===== src/rtl/fpm_pkg.sv =====
package fpm_pkg;
  typedef enum logic [3:0] {
    ST_IDLE, ST_ROW, ST_RAS, ST_COL, ST_CAS, ST_PAGE,
    ST_PRE, ST_RCAS, ST_RRAS, ST_REND
  } seq_st_e;

  typedef struct packed {
    logic upper;
    logic lower;
  } lane_t;
endpackage


===== src/rtl/fpm_rst_sync.sv =====
module fpm_rst_sync (
  input  logic clk,
  input  logic rst_n,
  output logic rst_sync_n
);
  logic [1:0] sh_q;

  always_ff @(posedge clk or negedge rst_n) begin
    if (!rst_n) sh_q <= '0;
    else        sh_q <= {sh_q[0], 1'b1};
  end

  assign rst_sync_n = sh_q[1];
endmodule


===== src/rtl/fpm_ref_timer.sv =====
module fpm_ref_timer #(
  parameter int INTERVAL = 390
) (
  input  logic clk,
  input  logic rst_n,
  input  logic ack,
  output logic pend
);
  localparam int CNT_W = $clog2(INTERVAL);
  localparam logic [CNT_W-1:0] LAST = CNT_W'(INTERVAL - 1);

  logic [CNT_W-1:0] cnt_q, cnt_d;
  logic             pend_q, pend_d, wrap;

  always_comb begin
    wrap   = (cnt_q == LAST);
    cnt_d  = wrap ? '0 : cnt_q + CNT_W'(1);
    pend_d = wrap | (pend_q & ~ack);
  end

  always_ff @(posedge clk or negedge rst_n) begin
    if (!rst_n) begin
      cnt_q  <= '0;
      pend_q <= 1'b0;
    end else begin
      cnt_q  <= cnt_d;
      pend_q <= pend_d;
    end
  end

  assign pend = pend_q;

  // a raised request survives until the sequencer takes it
  a_r10_pend_hold: assert property (@(posedge clk) disable iff (!rst_n)
    (pend && !ack) |=> pend);
  // the sequencer only acknowledges a request that exists
  a_r10_ack_needs_pend: assert property (@(posedge clk) disable iff (!rst_n)
    ack |-> pend);
endmodule


===== src/rtl/fpm_lane_dec.sv =====
module fpm_lane_dec (
  input  logic           siz_byte_n,
  input  logic           siz_word_n,
  input  logic           a0,
  output fpm_pkg::lane_t lanes
);
  logic is_byte;

  always_comb begin
    is_byte     = !siz_byte_n && siz_word_n;
    lanes.upper = !is_byte || !a0;
    lanes.lower = !is_byte || a0;
  end

  // some lane is always enabled
  always_comb a_r4_some_lane: assert (lanes.upper || lanes.lower);
endmodule


===== src/rtl/fpm_seq.sv =====
module fpm_seq
  import fpm_pkg::*;
#(
  parameter int MUX_W    = 10,
  parameter int BANKS    = 2,
  parameter int BANK_W   = 1,
  parameter int PRE_CLKS = 2
) (
  input  logic              clk,
  input  logic              rst_n,
  input  logic              as_n,
  input  logic              rd_wr_n,
  input  logic [BANK_W-1:0] req_bank,
  input  logic [MUX_W-1:0]  req_row,
  input  logic [MUX_W-1:0]  req_col,
  input  logic              req_hint,
  input  lane_t             req_lanes,
  input  logic              ref_pend,
  output logic              ref_ack,
  output logic [BANKS-1:0]  ras_n,
  output logic              ucas_n,
  output logic              lcas_n,
  output logic              we_n,
  output logic [1:0]        dsack_n,
  output logic [MUX_W-1:0]  dram_addr
);
  localparam int CNT_W = $clog2(PRE_CLKS + 1);
  localparam logic [CNT_W-1:0] PRE_LAST = CNT_W'(PRE_CLKS - 1);

  seq_st_e           st_q, st_d;
  logic              cap;
  logic [BANK_W-1:0] bank_q;
  logic [MUX_W-1:0]  row_q, col_q;
  lane_t             lanes_q;
  logic              wr_q, hint_q;
  logic [CNT_W-1:0]  pre_cnt_q;
  logic              page_hit, acc_open, ref_rows;

  assign page_hit = (req_bank == bank_q) && (req_row == row_q);

  // next state
  always_comb begin
    st_d    = st_q;
    cap     = 1'b0;
    ref_ack = 1'b0;
    case (st_q)
      ST_IDLE: begin
        if (ref_pend) begin
          st_d    = ST_RCAS;
          ref_ack = 1'b1;
        end else if (!as_n) begin
          st_d = ST_ROW;
          cap  = 1'b1;
        end
      end
      ST_ROW:  st_d = ST_RAS;
      ST_RAS:  st_d = ST_COL;
      ST_COL:  st_d = ST_CAS;
      ST_CAS:  if (as_n) st_d = hint_q ? ST_PAGE : ST_PRE;
      ST_PAGE: begin
        if (ref_pend) st_d = ST_PRE;
        else if (!as_n) begin
          if (page_hit) begin
            st_d = ST_COL;
            cap  = 1'b1;
          end else begin
            st_d = ST_PRE;
          end
        end
      end
      ST_PRE:  if (pre_cnt_q == PRE_LAST) st_d = ST_IDLE;
      ST_RCAS: st_d = ST_RRAS;
      ST_RRAS: st_d = ST_REND;
      ST_REND: st_d = ST_PRE;
      default: st_d = ST_IDLE;
    endcase
  end

  // registers
  always_ff @(posedge clk or negedge rst_n) begin
    if (!rst_n) begin
      st_q      <= ST_IDLE;
      bank_q    <= '0;
      row_q     <= '0;
      col_q     <= '0;
      lanes_q   <= '0;
      wr_q      <= 1'b0;
      hint_q    <= 1'b0;
      pre_cnt_q <= '0;
    end else begin
      st_q <= st_d;
      if (cap) begin
        bank_q  <= req_bank;
        row_q   <= req_row;
        col_q   <= req_col;
        lanes_q <= req_lanes;
        wr_q    <= !rd_wr_n;
        hint_q  <= req_hint;
      end
      if (st_q == ST_PRE) pre_cnt_q <= pre_cnt_q + CNT_W'(1);
      else                pre_cnt_q <= '0;
    end
  end

  // output decode
  always_comb begin
    acc_open  = (st_q == ST_RAS) || (st_q == ST_COL) ||
                (st_q == ST_CAS) || (st_q == ST_PAGE);
    ref_rows  = (st_q == ST_RRAS) || (st_q == ST_REND);
    ucas_n    = 1'b1;
    lcas_n    = 1'b1;
    if (st_q == ST_CAS) begin
      ucas_n = !lanes_q.upper;
      lcas_n = !lanes_q.lower;
    end else if ((st_q == ST_RCAS) || (st_q == ST_RRAS)) begin
      ucas_n = 1'b0;
      lcas_n = 1'b0;
    end
    we_n      = !(((st_q == ST_COL) || (st_q == ST_CAS)) && wr_q);
    dsack_n   = (st_q == ST_CAS) ? 2'b01 : 2'b11;
    dram_addr = ((st_q == ST_COL) || (st_q == ST_CAS) || (st_q == ST_PAGE))
                ? col_q : row_q;
  end

  for (genvar b = 0; b < BANKS; b++) begin : g_ras
    assign ras_n[b] = !((acc_open && (bank_q == BANK_W'(b))) || ref_rows);

    // a row strobe that rises stays high the following clock
    a_r11_ras_precharge: assert property (@(posedge clk) disable iff (!rst_n)
      $rose(ras_n[b]) |=> ras_n[b]);
  end

  // an acknowledged access has exactly one open bank
  a_r2_one_bank: assert property (@(posedge clk) disable iff (!rst_n)
    !dsack_n[1] |-> ($countones(~ras_n) == 1));
  // acknowledge only with a column strobe
  a_r6_ack_with_cas: assert property (@(posedge clk) disable iff (!rst_n)
    (dsack_n == 2'b01) |-> (!ucas_n || !lcas_n));
  // acknowledge is withdrawn after the strobe is seen high
  a_r6_ack_release: assert property (@(posedge clk) disable iff (!rst_n)
    (!dsack_n[1] && as_n) |=> dsack_n[1]);
  // column strobes lead row strobes on refresh
  a_r9_cbr_order: assert property (@(posedge clk) disable iff (!rst_n)
    ((ras_n == '0) && !$past(ras_n == '0)) |-> $past(!ucas_n && !lcas_n));
  // no write enable during refresh
  a_r5_we_refresh: assert property (@(posedge clk) disable iff (!rst_n)
    (ras_n == '0) |-> we_n);
endmodule


===== src/rtl/fpm_dram_ctrl.sv =====
module fpm_dram_ctrl #(
  parameter int ADDR_W       = 24,
  parameter int MUX_W        = 10,
  parameter int BANKS        = 2,
  parameter int REF_INTERVAL = 390,
  parameter int PRE_CLKS     = 2
) (
  input  logic              clk,
  input  logic              rst_n,
  input  logic [ADDR_W-1:0] addr,
  input  logic              as_n,
  input  logic              siz_byte_n,
  input  logic              siz_word_n,
  input  logic              rd_wr_n,
  output logic [BANKS-1:0]  ras_n,
  output logic              ucas_n,
  output logic              lcas_n,
  output logic              we_n,
  output logic [1:0]        dsack_n,
  output logic [MUX_W-1:0]  dram_addr
);
  localparam int BANK_W   = $clog2(BANKS);
  localparam int COL_LSB  = 1;
  localparam int ROW_LSB  = COL_LSB + MUX_W;
  localparam int BANK_LSB = ROW_LSB + MUX_W;
  localparam int HINT_BIT = BANK_LSB + BANK_W;

  logic           rst_i;
  logic           ref_pend, ref_ack;
  fpm_pkg::lane_t lanes;
  logic           unused_hi;

  assign unused_hi = ^addr[ADDR_W-1:HINT_BIT+1];

  fpm_rst_sync u_rst (
    .clk        (clk),
    .rst_n      (rst_n),
    .rst_sync_n (rst_i)
  );

  fpm_ref_timer #(.INTERVAL(REF_INTERVAL)) u_timer (
    .clk   (clk),
    .rst_n (rst_i),
    .ack   (ref_ack),
    .pend  (ref_pend)
  );

  fpm_lane_dec u_lanes (
    .siz_byte_n (siz_byte_n),
    .siz_word_n (siz_word_n),
    .a0         (addr[0]),
    .lanes      (lanes)
  );

  fpm_seq #(
    .MUX_W    (MUX_W),
    .BANKS    (BANKS),
    .BANK_W   (BANK_W),
    .PRE_CLKS (PRE_CLKS)
  ) u_seq (
    .clk       (clk),
    .rst_n     (rst_i),
    .as_n      (as_n),
    .rd_wr_n   (rd_wr_n),
    .req_bank  (addr[BANK_LSB +: BANK_W]),
    .req_row   (addr[ROW_LSB +: MUX_W]),
    .req_col   (addr[COL_LSB +: MUX_W]),
    .req_hint  (addr[HINT_BIT]),
    .req_lanes (lanes),
    .ref_pend  (ref_pend),
    .ref_ack   (ref_ack),
    .ras_n     (ras_n),
    .ucas_n    (ucas_n),
    .lcas_n    (lcas_n),
    .we_n      (we_n),
    .dsack_n   (dsack_n),
    .dram_addr (dram_addr)
  );
endmodule


===== config.mk =====
export PLATFORM = sky130hd
export DESIGN_NAME = fpm_dram_ctrl
export DESIGN_NICKNAME = d
export VERILOG_FILES = /design/src/rtl/fpm_pkg.sv /design/src/rtl/fpm_rst_sync.sv /design/src/rtl/fpm_ref_timer.sv /design/src/rtl/fpm_lane_dec.sv /design/src/rtl/fpm_seq.sv /design/src/rtl/fpm_dram_ctrl.sv
export SDC_FILE = /design/constraint.sdc
export NUM_CORES = 1
export LEC_CHECK = 0
export ABC_AREA = 0
export BUFFER_PORTS_ARGS = -buffer_cell sky130_fd_sc_hd__buf_4
export CELL_PAD_IN_SITES_DETAIL_PLACEMENT = 0
export CELL_PAD_IN_SITES_GLOBAL_PLACEMENT = 1
export CORE_ASPECT_RATIO = 0.8
export CORE_MARGIN = 8
export CORE_UTILIZATION = 46
export CTS_BUF_LIST = sky130_fd_sc_hd__clkbuf_4 sky130_fd_sc_hd__clkbuf_8 sky130_fd_sc_hd__clkbuf_16
export DETAILED_ROUTE_END_ITERATION = 10
export PLACE_DENSITY_LB_ADDON = 0.1
export SETUP_SLACK_MARGIN = 0.05
export SLEW_MARGIN = 20
export SYNTH_ARGS = -nofsm -noshare
export SYNTH_HDL_FRONTEND = slang
export SYNTH_SLANG_ARGS = --single-unit
export TNS_END_PERCENT = 10

===== constraint.sdc =====
create_clock -name clk -period 3.5 [get_ports clk]
set_input_delay 0.7 -clock clk [delete_from_list [all_inputs] [get_ports clk]]
set_output_delay 0.7 -clock clk [all_outputs]
set_load 0.005 [all_outputs]

==> results.sh <==
export IMPL_drcViolationCount=0
export IMPL_die_width_um=94.92
export IMPL_drive_gt1_share_pct=38.43
export IMPL_antenna_found_initial=0
export IMPL_clock_sinks=43
export IMPL_grt_pass1_vias=1765
export IMPL_post_cts_resize_count=0
export IMPL_critical_path_max_fanout=13
export IMPL_clk_latency_ns=0.30
export IMPL_grtUsageTotal_pct=13.39
export IMPL_route_detailed_wl_per_inst_um=16.06
export IMPL_power_leakage_nw=1.279
export IMPL_max_clock_path_buffers=2
export IMPL_maximum_operating_frequency_ghz=0.3329
export IMPL_postLayoutSetupSlackWorst_ns=0.4960
export IMPL_fp_row_count=23
export IMPL_min_delay_path_class="primary input to asynchronous set/reset pin"
export IMPL_avgSynthCellArea_um2=11.75
export IMPL_hold_buffers=0
export IMPL_setup_violations_final=0
export IMPL_seq_area_frac_synth_pct=46.94
export IMPL_setup_tns_ns=0
export IMPL_gpl_final_weighted_congestion=0.7424
export IMPL_io_pin_count=47
export IMPL_worst_hold_slack_ns=0.1723
export IMPL_synthCells=195
export IMPL_critPathLaunchType="flop"
export IMPL_rsz_0062_raised_after_global_routing="no"
export IMPL_antenna_violating_nets_post_route=0
export IMPL_grt_max_degree=24
export IMPL_clock_skew_final_ns=0.005919
export IMPL_cts_setup_buffers=0
export IMPL_remaining_global_route_overflow=0
export IMPL_vdd_drop_max_mv=0.3783
export IMPL_total_area_of_multi_input_combinational_cells_um2=1145
export IMPL_initial_utilization_pct=46.85
export IMPL_synth_cell_area_um2=2292
export IMPL_period_minus_slack_ns=3.004
export IMPL_area_growth_pct=21.45
export IMPL_fillCellCount=424
export IMPL_grt_first_pass_wirelength_mm=8.004
export IMPL_pwr_cell_area_nw_per_um2=810.5
export IMPL_portBuffers=44
export IMPL_drv_slew=0
export IMPL_design_core_area_um2=4892
export IMPL_dr_total_vias=1631
export IMPL_die_area_um2=7512
export IMPL_cp_required_ns=2.80
export IMPL_nets=275
export IMPL_drt_first_pass_iters=4
export IMPL_timing_setup_critical_path_class="flop to primary output"
export IMPL_htree_num_levels=2
export IMPL_detailedRoute_firstIterationViolations=45
export IMPL_cts_tree="yes"
export IMPL_synth_warnings=0
export IMPL_worstSetupEndpointType="primary output"
export IMPL_antenna_fix_cells=0
export IMPL_route_detailed_vias_per_inst=5.365
export IMPL_drv_cap=0
export IMPL_yosys_cell_types_count=41
export IMPL_tightestPinTransition_ns=0.9462
export IMPL_detail_route_wirelength_mm=4.883
export IMPL_numPlacedInstances=297
export IMPL_timing_final_crit_share_pct=85.83
export IMPL_dp_worst_setup_slack_ns=0.7837
export IMPL_tritoncts_num_buffers=5
export IMPL_clock_root_buffer="clkbuf_8"
export IMPL_final_hold_viol_count=0
export IMPL_slew_headroom_pct=36.34
export IMPL_post_layout_nonfiller_instances=304
export IMPL_cp_arrival_ns=2.30
export IMPL_run_status="finished clean"
export IMPL_fp_dieH_um=79.14
export IMPL_register_area_um2=1076
export IMPL_cts_clk_slew_worst_paths_ns=0.07
export IMPL_ys_seq_elements=43
export IMPL_dpl_hpwl_mm=3.621
final timing paths:
path                               start             end  slack, ns  cells past startpoint
setup reg to reg           u_seq.st_q[3]  u_seq.row_q[2]       1.30                      6
setup / recovery           u_seq.st_q[1]    dram_addr[0]       0.50                      5
min in group clk           u_rst.sh_q[0]   u_rst.sh_q[1]       0.35                      0
hold / removal                     rst_n   u_rst.sh_q[1]       0.17                      1
hold reg to reg            u_rst.sh_q[0]   u_rst.sh_q[1]       0.35                      0
max in group asynchronous  u_rst.sh_q[1]  u_seq.col_q[0]       2.31                      1
worst max-delay path, cell delays in order, from the launching register on:
cell,delay [ns]
dfrtp_1,0.53
inv_1,0.26
nand2_1,0.14
a21oi_2,0.53
mux2_2,0.41
buf_4,0.14
report_power, final:
part | total [mW] | switching [mW] | leakage, nW | internal (mW)
Combinational | 1.03 | 0.387 | 0.702 | 0.642
Sequential | 0.854 | 0.184 | 0.523 | 0.669
Clock | 0.374 | 0.158 | 0.0547 | 0.217
metal layers:
layer  global-route usage, %  part of all wire [%]
met5                       0                     0
met4                   5.288                   1.1
met3                   5.367                   7.6
met2                   21.64                    50
met1                   15.57                    42
synth_stat cells:
cell type	n	area, um^2
a2111oi_0	1	8.760
a211o_1	1	8.760
a21o_1	1	7.510
a21oi_1	5	25.02
a21oi_2	1	8.760
a22oi_1	2	15.01
a31o_2	1	8.760
and2b_1	1	7.510
and3_1	4	25.02
buf_1	2	7.510
buf_4	1	7.510
buf_6	2	22.52
clkbuf_1	3	11.26
conb_1	1	3.750
dfrtp_1	43	1076
ha_1	3	37.54
inv_1	7	26.28
mux2_2	15	168.9
mux2_4	19	285.3
mux2i_1	1	10.01
nand2_1	8	30.03
nand2_2	1	6.260
nand2b_1	5	31.28
nand3_1	4	20.02
nand3b_1	5	37.54
nand4_1	1	6.260
nand4bb_1	1	11.26
nor2_1	13	48.80
nor3_1	4	20.02
nor4_1	3	18.77
o211ai_1	1	7.510
o21ai_0	7	35.03
o22a_1	1	8.760
o22ai_1	1	6.260
o31ai_4	1	21.27
o32ai_1	1	8.760
o41ai_1	1	8.760
or3_1	3	18.77
or3b_2	1	8.760
xnor2_1	8	70.07
xor2_1	11	96.34
per-stage QoR:
step	area (um^2)	power [mW]	utilization [%]
2_1_floorplan	2296	1.528	-
3_3_place_gp	2678	1.858	54.73
3_5_place_dp	2678	1.899	54.73
4_1_cts	2784	2.291	56.91
5_1_grt	2784	2.415	56.91
6_report	2784	2.256	56.91
kinds of logic after synthesis:
kind of cell	Yosys count	share of synthesized area [%]
flip-flops	43	46.94
other	1	0.1636
XOR/XNOR	19	7.260
multiplexers	35	20.25
AND/OR/NAND/NOR	54	12.66
adder cells (fa/ha/maj)	3	1.638
buffers and inverters	15	3.275
AO/OA/AOI/OAI	25	7.806
layout by cell type (no fill, tap or decap), drive strengths merged, types with 5 or more instances in the layout:
master  instances
xor2           11
nand3b          5
inv             7
nand2b          5
clkbuf          6
a21oi           6
dfrtp          43
mux2           34
nor2           13
xnor2           8
buf            47
nand2           9
o21ai           7
final cells by class:
cell class | count | share of cell area (%)
Clock buffer | 6 | 2.742
Clock inverter | 1 | 1.079
Inverter | 7 | 0.9438
Multi-Input combinational cell | 138 | 41.12
Sequential cell | 43 | 38.65
Tap cell | 62 | 2.787
Timing Repair Buffer | 47 | 12.67
registers in the layout, indices dropped and copies added, names as in the netlist:
signal / count
u_seq.hint_q: 1
u_timer.pend: 1
u_seq.row_q: 10
u_timer.cnt_q: 9
u_seq.pre_cnt_q: 2
u_rst.sh_q: 2
u_seq.wr_q: 1
u_seq.bank_q: 1
u_seq.col_q: 10
u_seq.st_q: 4
u_seq.lanes_q: 2
No activity file was read; power rests on OpenSTA's default activity.
